--- config.mk ---
export PLATFORM = sky130hd
export DESIGN_NAME = gpio_port_irq
export DESIGN_NICKNAME = d
export VERILOG_FILES = /design/src/rtl/gpio_port_pkg.sv /design/src/rtl/gpio_in_filter.sv /design/src/rtl/gpio_evt_detect.sv /design/src/rtl/gpio_port_irq.sv
export SDC_FILE = /design/constraint.sdc
export NUM_CORES = 1
export LEC_CHECK = 0
export CORE_UTILIZATION = 60
export CTS_BUF_LIST = sky130_fd_sc_hd__clkbuf_2
export DETAILED_ROUTE_END_ITERATION = 8
export HOLD_SLACK_MARGIN = 0.15
export PLACE_DENSITY = 0.91
export SLEW_MARGIN = 20
export SYNTH_ARGS = -nofsm -noshare
export SYNTH_HDL_FRONTEND = slang
export SYNTH_SLANG_ARGS = --single-unit
export TNS_END_PERCENT = 100
--- constraint.sdc ---
create_clock -name clk -period 3.08 [get_ports clk]
set_input_delay 0.616 -clock clk [delete_from_list [all_inputs] [get_ports clk]]
set_output_delay 0.616 -clock clk [all_outputs]
set_load 0.005 [all_outputs]
--- src/rtl/gpio_port_pkg.sv ---
package gpio_port_pkg;

    localparam int BUS_W = 32;

    localparam logic [4:0] OFS_CFG  = 5'h00;
    localparam logic [4:0] OFS_DEB  = 5'h04;
    localparam logic [4:0] OFS_IN   = 5'h08;
    localparam logic [4:0] OFS_OCTL = 5'h0C;
    localparam logic [4:0] OFS_OVAL = 5'h10;
    localparam logic [4:0] OFS_CLR  = 5'h14;
    localparam int unsigned STAT_OFS = 32'h104;

    typedef enum logic [1:0] {
        TRIG_OFF   = 2'd0,
        TRIG_LEVEL = 2'd1,
        TRIG_EDGE  = 2'd2,
        TRIG_BOTH  = 2'd3
    } trig_mode_e;

    typedef struct packed {
        logic       irq_en;
        logic       pol;
        trig_mode_e mode;
        logic       dir_out;
        logic       pin_en;
    } pin_cfg_t;

    function automatic pin_cfg_t cfg_unpack(input logic [BUS_W-1:0] w);
        pin_cfg_t c;
        c.pin_en  = w[0];
        c.dir_out = w[1];
        c.mode    = trig_mode_e'(w[3:2]);
        c.pol     = w[4];
        c.irq_en  = w[6];
        return c;
    endfunction

    function automatic logic [BUS_W-1:0] cfg_pack(input pin_cfg_t c);
        logic [BUS_W-1:0] w;
        w      = '0;
        w[0]   = c.pin_en;
        w[1]   = c.dir_out;
        w[3:2] = c.mode;
        w[4]   = c.pol;
        w[6]   = c.irq_en;
        return w;
    endfunction

    function automatic logic trig_hit(input trig_mode_e m, input logic pol,
                                      input logic cur, input logic prev);
        logic hit;
        case (m)
            TRIG_LEVEL: hit = (cur == pol);
            TRIG_EDGE:  hit = pol ? (cur & ~prev) : (~cur & prev);
            TRIG_BOTH:  hit = (cur ^ prev);
            default:    hit = 1'b0;
        endcase
        return hit;
    endfunction

endpackage

--- src/rtl/gpio_in_filter.sv ---
module gpio_in_filter #(
    parameter int THR_W = 8
) (
    input  logic             clk,
    input  logic             rst,
    input  logic             pad_i,
    input  logic [THR_W-1:0] thr_i,
    output logic             sync_o,
    output logic             filt_o
);
    logic             s1_q, s2_q, filt_q;
    logic [THR_W-1:0] cnt_q;

    always_ff @(posedge clk) begin
        if (rst) begin
            s1_q   <= 1'b0;
            s2_q   <= 1'b0;
            filt_q <= 1'b0;
            cnt_q  <= '0;
        end else begin
            s1_q <= pad_i;
            s2_q <= s1_q;
            if (s2_q == filt_q) begin
                cnt_q <= '0;
            end else if (cnt_q == thr_i) begin
                filt_q <= s2_q;
                cnt_q  <= '0;
            end else begin
                cnt_q <= cnt_q + 1'b1;
            end
        end
    end

    assign sync_o = s2_q;
    assign filt_o = filt_q;
endmodule

--- src/rtl/gpio_evt_detect.sv ---
module gpio_evt_detect
    import gpio_port_pkg::*;
(
    input  logic     clk,
    input  logic     rst,
    input  pin_cfg_t cfg_i,
    input  logic     lvl_i,
    input  logic     clr_i,
    output logic     pend_o
);
    logic prev_q, pend_q, fire;

    assign fire = cfg_i.pin_en & cfg_i.irq_en &
                  trig_hit(cfg_i.mode, cfg_i.pol, lvl_i, prev_q);

    always_ff @(posedge clk) begin
        if (rst) begin
            prev_q <= 1'b0;
            pend_q <= 1'b0;
        end else begin
            prev_q <= lvl_i;
            if (fire)
                pend_q <= 1'b1;
            else if (clr_i)
                pend_q <= 1'b0;
        end
    end

    assign pend_o = pend_q;
endmodule

--- src/rtl/gpio_port_irq.sv ---
module gpio_port_irq
    import gpio_port_pkg::*;
#(
    parameter int NPINS  = 8,
    parameter int ADDR_W = 12,
    parameter int THR_W  = 8
) (
    input  logic              clk,
    input  logic              rst,
    input  logic              bus_wr,
    input  logic              bus_rd,
    input  logic [ADDR_W-1:0] bus_addr,
    input  logic [BUS_W-1:0]  bus_wdata,
    output logic [BUS_W-1:0]  bus_rdata,
    input  logic [NPINS-1:0]  pad_in,
    output logic [NPINS-1:0]  pad_out,
    output logic [NPINS-1:0]  pad_oe,
    output logic              irq_out
);
    localparam int HI_W = ADDR_W - 8;
    localparam logic [ADDR_W-1:0] STAT_ADDR = ADDR_W'(STAT_OFS);

    pin_cfg_t         cfg_q [NPINS];
    logic [THR_W-1:0] thr_q [NPINS];
    logic [NPINS-1:0] float_q, oval_q;
    logic [NPINS-1:0] clr_v, sync_v, filt_v, pend_v, arm_v;
    logic [BUS_W-1:0] rd_val, rdata_q;

    logic       in_win;
    logic [2:0] pin_sel;
    logic [4:0] reg_sel;

    assign in_win  = (bus_addr[ADDR_W-1:8] == HI_W'(0));
    assign pin_sel = bus_addr[7:5];
    assign reg_sel = bus_addr[4:0];

    always_ff @(posedge clk) begin
        if (rst) begin
            for (int i = 0; i < NPINS; i++) begin
                cfg_q[i] <= '0;
                thr_q[i] <= '0;
            end
            float_q <= '1;
            oval_q  <= '0;
        end else if (bus_wr && in_win) begin
            for (int i = 0; i < NPINS; i++) begin
                if (pin_sel == 3'(i)) begin
                    case (reg_sel)
                        OFS_CFG:  cfg_q[i]   <= cfg_unpack(bus_wdata);
                        OFS_DEB:  thr_q[i]   <= bus_wdata[THR_W-1:0];
                        OFS_OCTL: float_q[i] <= bus_wdata[0];
                        OFS_OVAL: oval_q[i]  <= bus_wdata[0];
                        default: ;
                    endcase
                end
            end
        end
    end

    always_comb begin
        for (int i = 0; i < NPINS; i++)
            clr_v[i] = bus_wr & in_win & (pin_sel == 3'(i)) &
                       (reg_sel == OFS_CLR) & bus_wdata[0];
    end

    for (genvar g = 0; g < NPINS; g++) begin : g_pin
        gpio_in_filter #(.THR_W(THR_W)) u_flt (
            .clk    (clk),
            .rst    (rst),
            .pad_i  (pad_in[g]),
            .thr_i  (thr_q[g]),
            .sync_o (sync_v[g]),
            .filt_o (filt_v[g])
        );
        gpio_evt_detect u_evt (
            .clk    (clk),
            .rst    (rst),
            .cfg_i  (cfg_q[g]),
            .lvl_i  (filt_v[g]),
            .clr_i  (clr_v[g]),
            .pend_o (pend_v[g])
        );
        assign pad_oe[g] = cfg_q[g].pin_en & cfg_q[g].dir_out & ~float_q[g];
        assign arm_v[g]  = cfg_q[g].pin_en & cfg_q[g].irq_en &
                           (cfg_q[g].mode != TRIG_OFF);
    end

    assign pad_out = oval_q;
    assign irq_out = |pend_v;

    always_comb begin
        rd_val = '0;
        if (bus_addr == STAT_ADDR) begin
            rd_val = BUS_W'(pend_v);
        end else if (in_win) begin
            for (int i = 0; i < NPINS; i++) begin
                if (pin_sel == 3'(i)) begin
                    case (reg_sel)
                        OFS_CFG:  rd_val = cfg_pack(cfg_q[i]);
                        OFS_DEB:  rd_val = BUS_W'(thr_q[i]);
                        OFS_IN:   rd_val = BUS_W'(filt_v[i]);
                        OFS_OCTL: rd_val = BUS_W'(float_q[i]);
                        OFS_OVAL: rd_val = BUS_W'(oval_q[i]);
                        default:  rd_val = '0;
                    endcase
                end
            end
        end
    end

    always_ff @(posedge clk) begin
        if (rst)
            rdata_q <= '0;
        else if (bus_rd)
            rdata_q <= rd_val;
    end

    assign bus_rdata = rdata_q;
endmodule


==> results of run 1 <==
## what timing repair did
| item | in CTS | in global routing |
|---|---|---|
| endpoints found under the setup margin | 0 | 0 |
| hold endpoints to repair | 1 | 0 |
| hold buffers | 1 | 0 |
## Yosys cell counts (5+ instances only)
| master | count | area [sq um] |
|---|---|---|
| nor2_1 | 223 | 837.1 |
| dfxtp_1 | 128 | 2562 |
| edfxtp_1 | 112 | 3363 |
| xnor2_1 | 93 | 814.5 |
| nand2_1 | 65 | 244.0 |
| nand3_1 | 64 | 320.3 |
| o21ai_0 | 36 | 180.2 |
| xor2_1 | 35 | 306.5 |
| clkbuf_1 | 34 | 127.6 |
| inv_1 | 34 | 127.6 |
| a21oi_1 | 32 | 160.2 |
| mux2i_1 | 31 | 310.3 |
| buf_4 | 29 | 217.7 |
| ha_1 | 24 | 300.3 |
| nand2b_1 | 23 | 143.9 |
| nor2b_1 | 22 | 137.6 |
| and3_1 | 20 | 125.1 |
| nand4_1 | 20 | 125.1 |
| nor3_1 | 14 | 70.07 |
| mux2_2 | 13 | 146.4 |
| o21bai_1 | 11 | 82.58 |
| buf_2 | 10 | 50.05 |
| o211ai_1 | 10 | 75.07 |
| or3_1 | 10 | 62.56 |
| a22oi_1 | 9 | 67.56 |
| a221oi_1 | 8 | 70.07 |
| a211oi_1 | 7 | 52.55 |
| a22o_1 | 7 | 61.31 |
| a31oi_1 | 7 | 43.79 |
| o22ai_1 | 7 | 43.79 |
| buf_1 | 5 | 18.77 |
| o221ai_1 | 5 | 43.79 |
## per-layer routing
layer | wire length, um | track usage [%] | part of all wire [%] | up-vias
met5 | 0 | 0 | 0 | -
met4 | 1281 | 16.30 | 4.1 | 0
met3 | 3836 | 8.849 | 12 | 113
met2 | 14620 | 51.32 | 46 | 574
met1 | 11750 | 39.32 | 37 | 4548
li1 | - | - | - | 4411
## final timing paths
path	start	to	slack, ns	cells past startpoint
worst max-delay path	cfg_q[0][6]$_SDFFCE_PN0P_	pad_oe[1]	0.26	3
worst min-delay path	pad_in[7]	g_pin[7].u_flt.s1_q$_SDFF_PP0_	0.33	2
worst max register to register	thr_q[1][0]$_SDFFCE_PN0P_	bus_rdata[0]$_SDFFE_PP0P_	1.13	5
worst min register to register	g_pin[4].u_flt.s1_q$_SDFF_PP0_	g_pin[4].u_flt.sync_o$_SDFF_PP0_	0.43	1
## cells by family (layout without fill, tap and decap cells)
kind of cell | after synthesis | after routing | synth area share [%]
adders and majority gates | 24 | 24 | 2.554
muxes | 44 | 44 | 3.884
DFF | 240 | 240 | 50.39
and+or+nand+nor | 489 | 489 | 19.54
buffers and inverters | 114 | 254 | 4.799
AOI/OAI and AO/OA | 162 | 162 | 9.268
xor gates and xnor gates | 128 | 128 | 9.534
other | 1 | 25 | 0.03189
## where the power goes
| group | internal (mW) | switching, mW |
|---|---|---|
| combinational | 0.206 | 0.287 |
| sequential | 3.44 | 0.101 |
| clock | 0.807 | 1.27 |
## cell type report
class                      count  area share (%)
clock buffer                  95           3.581
multi-input combinational    871           40.33
antenna                        1         0.01885
tap                          260           2.450
sequential                   240           44.63
timing repair buffer         112           7.633
clock inverter                13          0.3958
inverter                      34          0.9612
## cell usage in the layout (no fill, tap or decap), types with 7 or more instances in the layout
master	n
a21oi_1	32
o21bai_1	11
o211ai_1	10
a22oi_1	9
a211oi_1	7
o22ai_1	7
o21ai_0	36
nand2_1	65
inv_1	34
nand4_1	20
nand3_1	64
clkbuf_2	95
a22o_1	7
a221oi_1	8
clkdlybuf4s50_1	54
and3_1	20
dfxtp_1	128
xor2_1	35
clkinv_1	9
ha_1	24
conb_1	24
mux2_2	13
mux2i_1	31
a31oi_1	7
nand2b_1	23
nor2b_1	22
xnor2_1	93
buf_4	53
nor2_1	223
or3_1	10
nor3_1	14
edfxtp_1	112
## critical path: stages (launching register included)
cell             delay (ns)
edfxtp_1               0.49
nand2_1                0.09
nor2_1                 0.23
clkdlybuf4s50_1        0.56
==> results.toml, run 1 <==
[placement]
dp_slack_ns = 0.1073
dp_cells = 1516
hpwl_mm = 23.14
dpl-instance-area_sq_um = 12740
gp_congestion = 0.9883
port-buffer-count = 56

[finish]
nFillCells = 1441
post-route-util_pct = 70.05
reg_top3 = "g_pin.u_flt.cnt_q (64), thr_q (64), cfg_q (48)"
syn2layout_area_growth_pct = 12.92
layoutNonFillerInstCount = 1626
final_nets = 1397
multi_input_area_sq_um = 5355
layout.cell_area.non_filler_sq_um = 13280
seq_area_sq_um = 5926
drive_above_1_share_pct = 12.97

[routing]
vias_per_cell = 5.932
antenna_left = 0
drt_pass1_iterations = 7
drt-total-wl_mm = 31.48
avgRoutedWirePerCell_um = 19.36
vias = 9646
drc = 0
drt_iter0_drc = 1091

[floorplanning]
start_util_pct = 62.03
die_h_um = 142.0
num_io_pins = 105
rows = 50
die-area_sq_um = 20160
die_x_um = 142.0
core_sq_um = 18960

[clock_network]
clock_path_buffers = 3
insertion_delay_ns = 0.84
htreeDepth = 2
clock-root-buffer = "clkbuf_2"
cts_setup_buffers = 0
clock_sinks = 240
path_clk_slew_ns = 0.12
cts_tree = "built"
cts_made_buffers = 58
cts_resized = 0

[timing]
slew_headroom_pct = 51.39
fmax_ghz = 0.3541
setup_violations = 0
slew_viol_final = 0
tightestPinTransition_ns = 0.7108
finalCritPeriodShare_pct = 91.68
skew_ns = 0.03978
fin_ws_ns = 0.2562
fin_crit_ns = 2.824
holdWs_ns = 0.3274
final_hold_viol_count = 0
rsz0062_at_grt = "false"
fin_tns_setup_ns = 0

[setup_path]
crit_type = "reg2out"
worstPathRequired_ns = 2.46
arrival_ns = 2.21
critPathCaptureType = "primary output"
crit_path_start_kind = "register"
cp_max_fo = 3

[logic_synthesis]
synth_edf_count = 112
postSynthCellCount = 1202
synth.cell_area_sq_um = 11760
ys_warn_count = 0
async_flop_share_pct = 0
ys_ff_latch = 240
syn_area_per_cell_sq_um = 9.783
synth_flop_cell = "dfxtp_1"
ys_seq_area_share_pct = 50.39
ys_types = 61

[power]
power_per_cell_area_nw_per_um2 = 460.5
design_power_total_mw = 6.115
p_leak_nw = 4.780
vdd_drop_max_mv = 0.3381

[global_route]
grt_max_degree = 45
grt_pass1_wl_mm = 48.87
grt_usage_pct = 31.88
antenna_found_initial = 1
grt-ovfl-total = 0
grt_pass1_vias = 9468

[flow_run]
maxCapViolations = 0

[hold_path]
hold_class = "in2reg"

[run_status]
status = "finished, final reports clean"
No activity file was read; power rests on OpenSTA's default activity.
==> inputs of run 2 (changes only) <==
--- a/config.mk
+++ b/config.mk
@@ -5,7 +5,10 @@
 export SDC_FILE = /design/constraint.sdc
 export NUM_CORES = 1
 export LEC_CHECK = 0
-export CORE_UTILIZATION = 60
+export CELL_PAD_IN_SITES_DETAIL_PLACEMENT = 1
+export CELL_PAD_IN_SITES_GLOBAL_PLACEMENT = 1
+export CORE_MARGIN = 2
+export CORE_UTILIZATION = 47
 export CTS_BUF_LIST = sky130_fd_sc_hd__clkbuf_2
 export DETAILED_ROUTE_END_ITERATION = 8
 export HOLD_SLACK_MARGIN = 0.15
==> results.toml, run 2 (same netlist as run 1, synthesis figures left out) <==
[run_status]
status = "finished, final reports clean"

[setup_path]
arrival_ns = 2.26
reg2regPathDepth = 5
crit_path_cell_trace = "nand2_1, nor2_1, clkdlybuf4s50_1"
ff2ff_setup_slack_ns = 0.98
reg2reg_to = "bus_rdata[0]$_SDFFE_PP0P_"
cpLargestDelayFamily = "buffers and inverters"
cp_num_cells = 3
crit_end = "pad_oe[1]"
crit_path_start_kind = "register"
cp_num_buf_inv = 1
worstPathRequired_ns = 2.46
cp_max_fo = 3
crit_type = "reg2out"
critPathCaptureType = "primary output"
r2r_start = "thr_q[1][0]$_SDFFCE_PN0P_"
critical_path.startpoint = "cfg_q[0][6]$_SDFFCE_PN0P_"
critPathMaxStageDelay_ns = 0.57
crit_slowest_cell = "clkdlybuf4s50_1"

[finish]
reg_top3 = "g_pin.u_flt.cnt_q (64), thr_q (64), cfg_q (48)"
layoutNonFillerInstCount = 1699
layout.cell_area.non_filler_sq_um = 13380
mostFrequentLayoutCell = "nor2_1"
syn2layout_area_growth_pct = 13.80
final_cell_mix = "nor2_1, dfxtp_1, edfxtp_1"
final_nets = 1399
drive_above_1_share_pct = 12.76

[floorplanning]
die_x_um = 162.2
core_sq_um = 24460
start_util_pct = 48.07
num_io_pins = 105
rows = 57
die_h_um = 162.2
die-area_sq_um = 26300

[timing]
rsz0062_at_grt = "false"
slew_viol_final = 0
finalCritPeriodShare_pct = 93.27
fin_tns_setup_ns = 0
final_hold_viol_count = 0
slew_headroom_pct = 43.07
setup_violations = 0
holdWs_ns = 0.2342
skew_ns = 0.1036
tightestPinTransition_ns = 0.8516
fin_ws_ns = 0.2073
fmax_ghz = 0.3481
fin_crit_ns = 2.873

[clock_network]
clock_path_buffers = 3
insertion_delay_ns = 0.94
cts_hold_buf = 1
path_clk_slew_ns = 0.11
cts_resized = 0
cts_setup_buffers = 0
clock_sinks = 240
cts_tree = "built"
htreeDepth = 2
cts_made_buffers = 61
clock-root-buffer = "clkbuf_2"

[power]
sw_frac_of_total_pct = 28.63
power.share.clock_pct = 35.1
p_int_mw = 4.457
power_switching_mw = 1.788
share_seq_of_total_power_pct = 56.8
power_frac_comb_pct = 8.1
power_per_cell_area_nw_per_um2 = 466.7
p_leak_nw = 4.773
vdd_drop_max_mv = 0.2564

[hold_path]
hold_class = "in2reg"

[placement]
hpwl_mm = 27.01
dpl-instance-area_sq_um = 12800
dp_cells = 1579
gp_congestion = 0.9442
port-buffer-count = 56
dp_slack_ns = 0.08449

[routing]
drt_pass1_iterations = 5
vias_per_cell = 5.742
drt_iter0_drc = 828
drt-total-wl_mm = 35.93
avgRoutedWirePerCell_um = 21.14
antenna_left = 0
drc = 0
vias = 9755

[global_route]
grt_usage_pct = 27.41
grt-ovfl-total = 0
antenna_found_initial = 1
grt_pass1_wl_mm = 55.68
grt_pass1_vias = 10180
grt_max_degree = 43

[flow_run]
maxCapViolations = 0
## run 2: cell type report
class                   instances  area (sq um)
multi-input cells             871          5355
clock buffers                  91         455.4
clock inverters                24         108.9
flip-flops and latches        240          5926
fillers                      2817         11080
well taps                     324         405.4
inverters                      34         127.6
diodes                          4         10.01
repair buffers                111         993.5
## run 2: worst min path at each step
stage                                         startpoint                               end  slack (ns)  cells past startpoint
after floorplan           g_pin[0].u_flt.s1_q$_SDFF_PP0_  g_pin[0].u_flt.sync_o$_SDFF_PP0_        0.41                      1
after global placement    g_pin[4].u_flt.s1_q$_SDFF_PP0_  g_pin[4].u_flt.sync_o$_SDFF_PP0_        0.42                      1
after detailed placement  g_pin[6].u_flt.s1_q$_SDFF_PP0_  g_pin[6].u_flt.sync_o$_SDFF_PP0_        0.43                      1
after CTS                                      pad_in[5]    g_pin[5].u_flt.s1_q$_SDFF_PP0_        0.15                      2
after global routing                           pad_in[3]    g_pin[3].u_flt.s1_q$_SDFF_PP0_        0.19                      2
final                                          pad_in[5]    g_pin[5].u_flt.s1_q$_SDFF_PP0_        0.23                      2
## run 2: layer usage
| layer | share of wire [%] | vias up | global-route usage, % | wire length [um] |
|---|---|---|---|---|
| li1 | - | 4413 | - | - |
| met1 | 39 | 4813 | 33.24 | 13950 |
| met2 | 49 | 430 | 46.69 | 17620 |
| met3 | 8.5 | 97 | 6.767 | 3056 |
| met4 | 3.5 | 2 | 11.18 | 1251 |
| met5 | 0.11 | - | 1.136 | 40 |
## run 2: power by group through the flow
stage | registers [mW] | clock network [mW] | logic [mW]
after floorplan | 3.57 | 0 | 0.315
after global placement | 3.61 | 0 | 0.473
after detailed placement | 3.62 | 0 | 0.492
after CTS | 3.54 | 2.25 | 0.495
after global routing | 3.56 | 2.41 | 0.537
final | 3.55 | 2.19 | 0.505
## run 2: per-stage QoR
step           power (mW)  util (%)
4_1_cts             6.290     54.66
2_1_floorplan       3.885         -
3_5_place_dp        4.109     52.31
6_report            6.245     54.70
5_1_grt             6.510     54.70
3_3_place_gp        4.081     52.31
==> inputs of run 3 (changes only) <==
--- a/config.mk
+++ b/config.mk
@@ -7,12 +7,13 @@
 export LEC_CHECK = 0
 export CELL_PAD_IN_SITES_DETAIL_PLACEMENT = 1
 export CELL_PAD_IN_SITES_GLOBAL_PLACEMENT = 1
-export CORE_MARGIN = 2
+export CORE_MARGIN = 5
 export CORE_UTILIZATION = 47
 export CTS_BUF_LIST = sky130_fd_sc_hd__clkbuf_2
 export DETAILED_ROUTE_END_ITERATION = 8
 export HOLD_SLACK_MARGIN = 0.15
 export PLACE_DENSITY = 0.91
+export REMOVE_ABC_BUFFERS = 1
 export SLEW_MARGIN = 20
 export SYNTH_ARGS = -nofsm -noshare
 export SYNTH_HDL_FRONTEND = slang
==> results.toml, run 3 (same netlist as run 1, synthesis figures left out) <==
[timing]
slew_headroom_pct = 46.61
fin_crit_ns = 2.807
skew_ns = 0.04165
fin_tns_setup_ns = 0
tightestPinTransition_ns = 0.7983
final_hold_viol_count = 0
setup_violations = 0
fin_ws_ns = 0.2730
finalCritPeriodShare_pct = 91.14
rsz0062_at_grt = "false"
fmax_ghz = 0.3563
slew_viol_final = 0

[power]
p_leak_nw = 4.813
power_per_cell_area_nw_per_um2 = 468.0
design_power_total_mw = 6.274
vdd_drop_max_mv = 0.2506

[placement]
gp_congestion = 0.9645
hpwl_mm = 27.40
port-buffer-count = 56
dp_slack_ns = -0.003526
dpl-instance-area_sq_um = 12830
dp_cells = 1582

[routing]
dr_wl_met2_mm = 18.13
drc = 0
vias_per_cell = 5.791
vias = 9844
drt_pass1_iterations = 5
antenna_left = 0
drt-total-wl_mm = 37.03
dr_wl_met3_mm = 2.889
drt_iter0_drc = 927
wl_met1_mm = 14.62
avgRoutedWirePerCell_um = 21.78
highest_layer = "met4"

[finish]
drive_above_1_share_pct = 13.39
layoutNonFillerInstCount = 1700
layout.cell_area.non_filler_sq_um = 13410
nFillCells = 2775
syn2layout_area_growth_pct = 14.02
mostFrequentLayoutCell = "nor2_1"
reg_top3 = "g_pin.u_flt.cnt_q (64), thr_q (64), cfg_q (48)"
final_cell_mix = "nor2_1, dfxtp_1, edfxtp_1"
final_nets = 1402

[clock_network]
htreeDepth = 2
insertion_delay_ns = 0.87
clock-root-buffer = "clkbuf_2"
cts_resized = 0
cts_made_buffers = 61
clock_path_buffers = 3
cts_setup_buffers = 0
cts_tree = "built"
clock_sinks = 240
path_clk_slew_ns = 0.12

[setup_path]
worstPathRequired_ns = 2.46
cp_max_fo = 3
arrival_ns = 2.19
crit_path_start_kind = "register"
crit_type = "reg2out"
critPathCaptureType = "primary output"

[floorplanning]
num_io_pins = 105
core_sq_um = 24460
start_util_pct = 48.07
rows = 57
die-area_sq_um = 28280
die_x_um = 168.2
die_h_um = 168.2

[global_route]
grt_pass1_wl_mm = 57.66
grt_pass1_vias = 10370
grt_max_degree = 46
grt_usage_pct = 25.70
grt-ovfl-total = 0
antenna_found_initial = 1

[hold_path]
hold_class = "in2reg"

[flow_run]
maxCapViolations = 0

[run_status]
status = "finished, final reports clean"
run 3: layout make-up:
cell class,count,area [sq um],share of cell area [%]
Clock buffer,100,500.5,3.733
Sequential cell,240,5926,44.20
Tap cell,324,405.4,3.024
Inverter,34,127.6,0.9518
Antenna cell,2,5.005,0.03733
Timing Repair Buffer,114,1028,7.671
Clock inverter,15,60.06,0.4479
Multi-Input combinational cell,871,5355,39.94
run 3: repair_timing:
item | 4_1_cts | 5_1_grt
hold buffers | 1 | 0
endpoints found under the hold margin | 7 | 0
endpoints found under the setup margin | 0 | 0
run 3: final timing paths:
| path | startpoint | end | slack (ns) | depth (start not counted) |
|---|---|---|---|---|
| worst max-delay path | g_pin[3].u_evt.pend_o$_SDFFE_PP0P_ | irq_out | 0.27 | 3 |
| worst min-delay path | pad_in[2] | g_pin[2].u_flt.s1_q$_SDFF_PP0_ | 0.32 | 2 |
| worst max register to register | cfg_q[0][4]$_SDFFCE_PN0P_ | bus_rdata[4]$_SDFFE_PP0P_ | 1.31 | 6 |
| worst min register to register | g_pin[2].u_flt.s1_q$_SDFF_PP0_ | g_pin[2].u_flt.sync_o$_SDFF_PP0_ | 0.43 | 1 |
run 3: worst max-delay path: stages (launching register included):
cell	delay, ns
dfxtp_1	0.40
nor4_1	0.32
nand2_1	0.14
clkdlybuf4s50_1	0.47
run 3: per-stage QoR:
stage | hold WS [ns] | utilization [%]
2_1_floorplan | 0.4138 | -
3_3_place_gp | 0.4192 | 52.46
3_5_place_dp | 0.4266 | 52.46
4_1_cts | 0.2550 | 54.79
5_1_grt | 0.2611 | 54.81
6_report | 0.3235 | 54.81
run 3: per-layer routing:
layer | vias to the layer above | global-route usage, %
met5 | - | 0
met4 | 0 | 9.739
met3 | 119 | 4.736
met2 | 477 | 43.80
met1 | 4812 | 32.57
li1 | 4436 | -
run 3: report_power, final:
group | total (mW) | internal [mW] | switching (mW)
Clock | 2.21 | 0.852 | 1.36
Combinational | 0.513 | 0.206 | 0.307
Sequential | 3.55 | 3.44 | 0.106
Total | 6.27 | 4.50 | 1.77
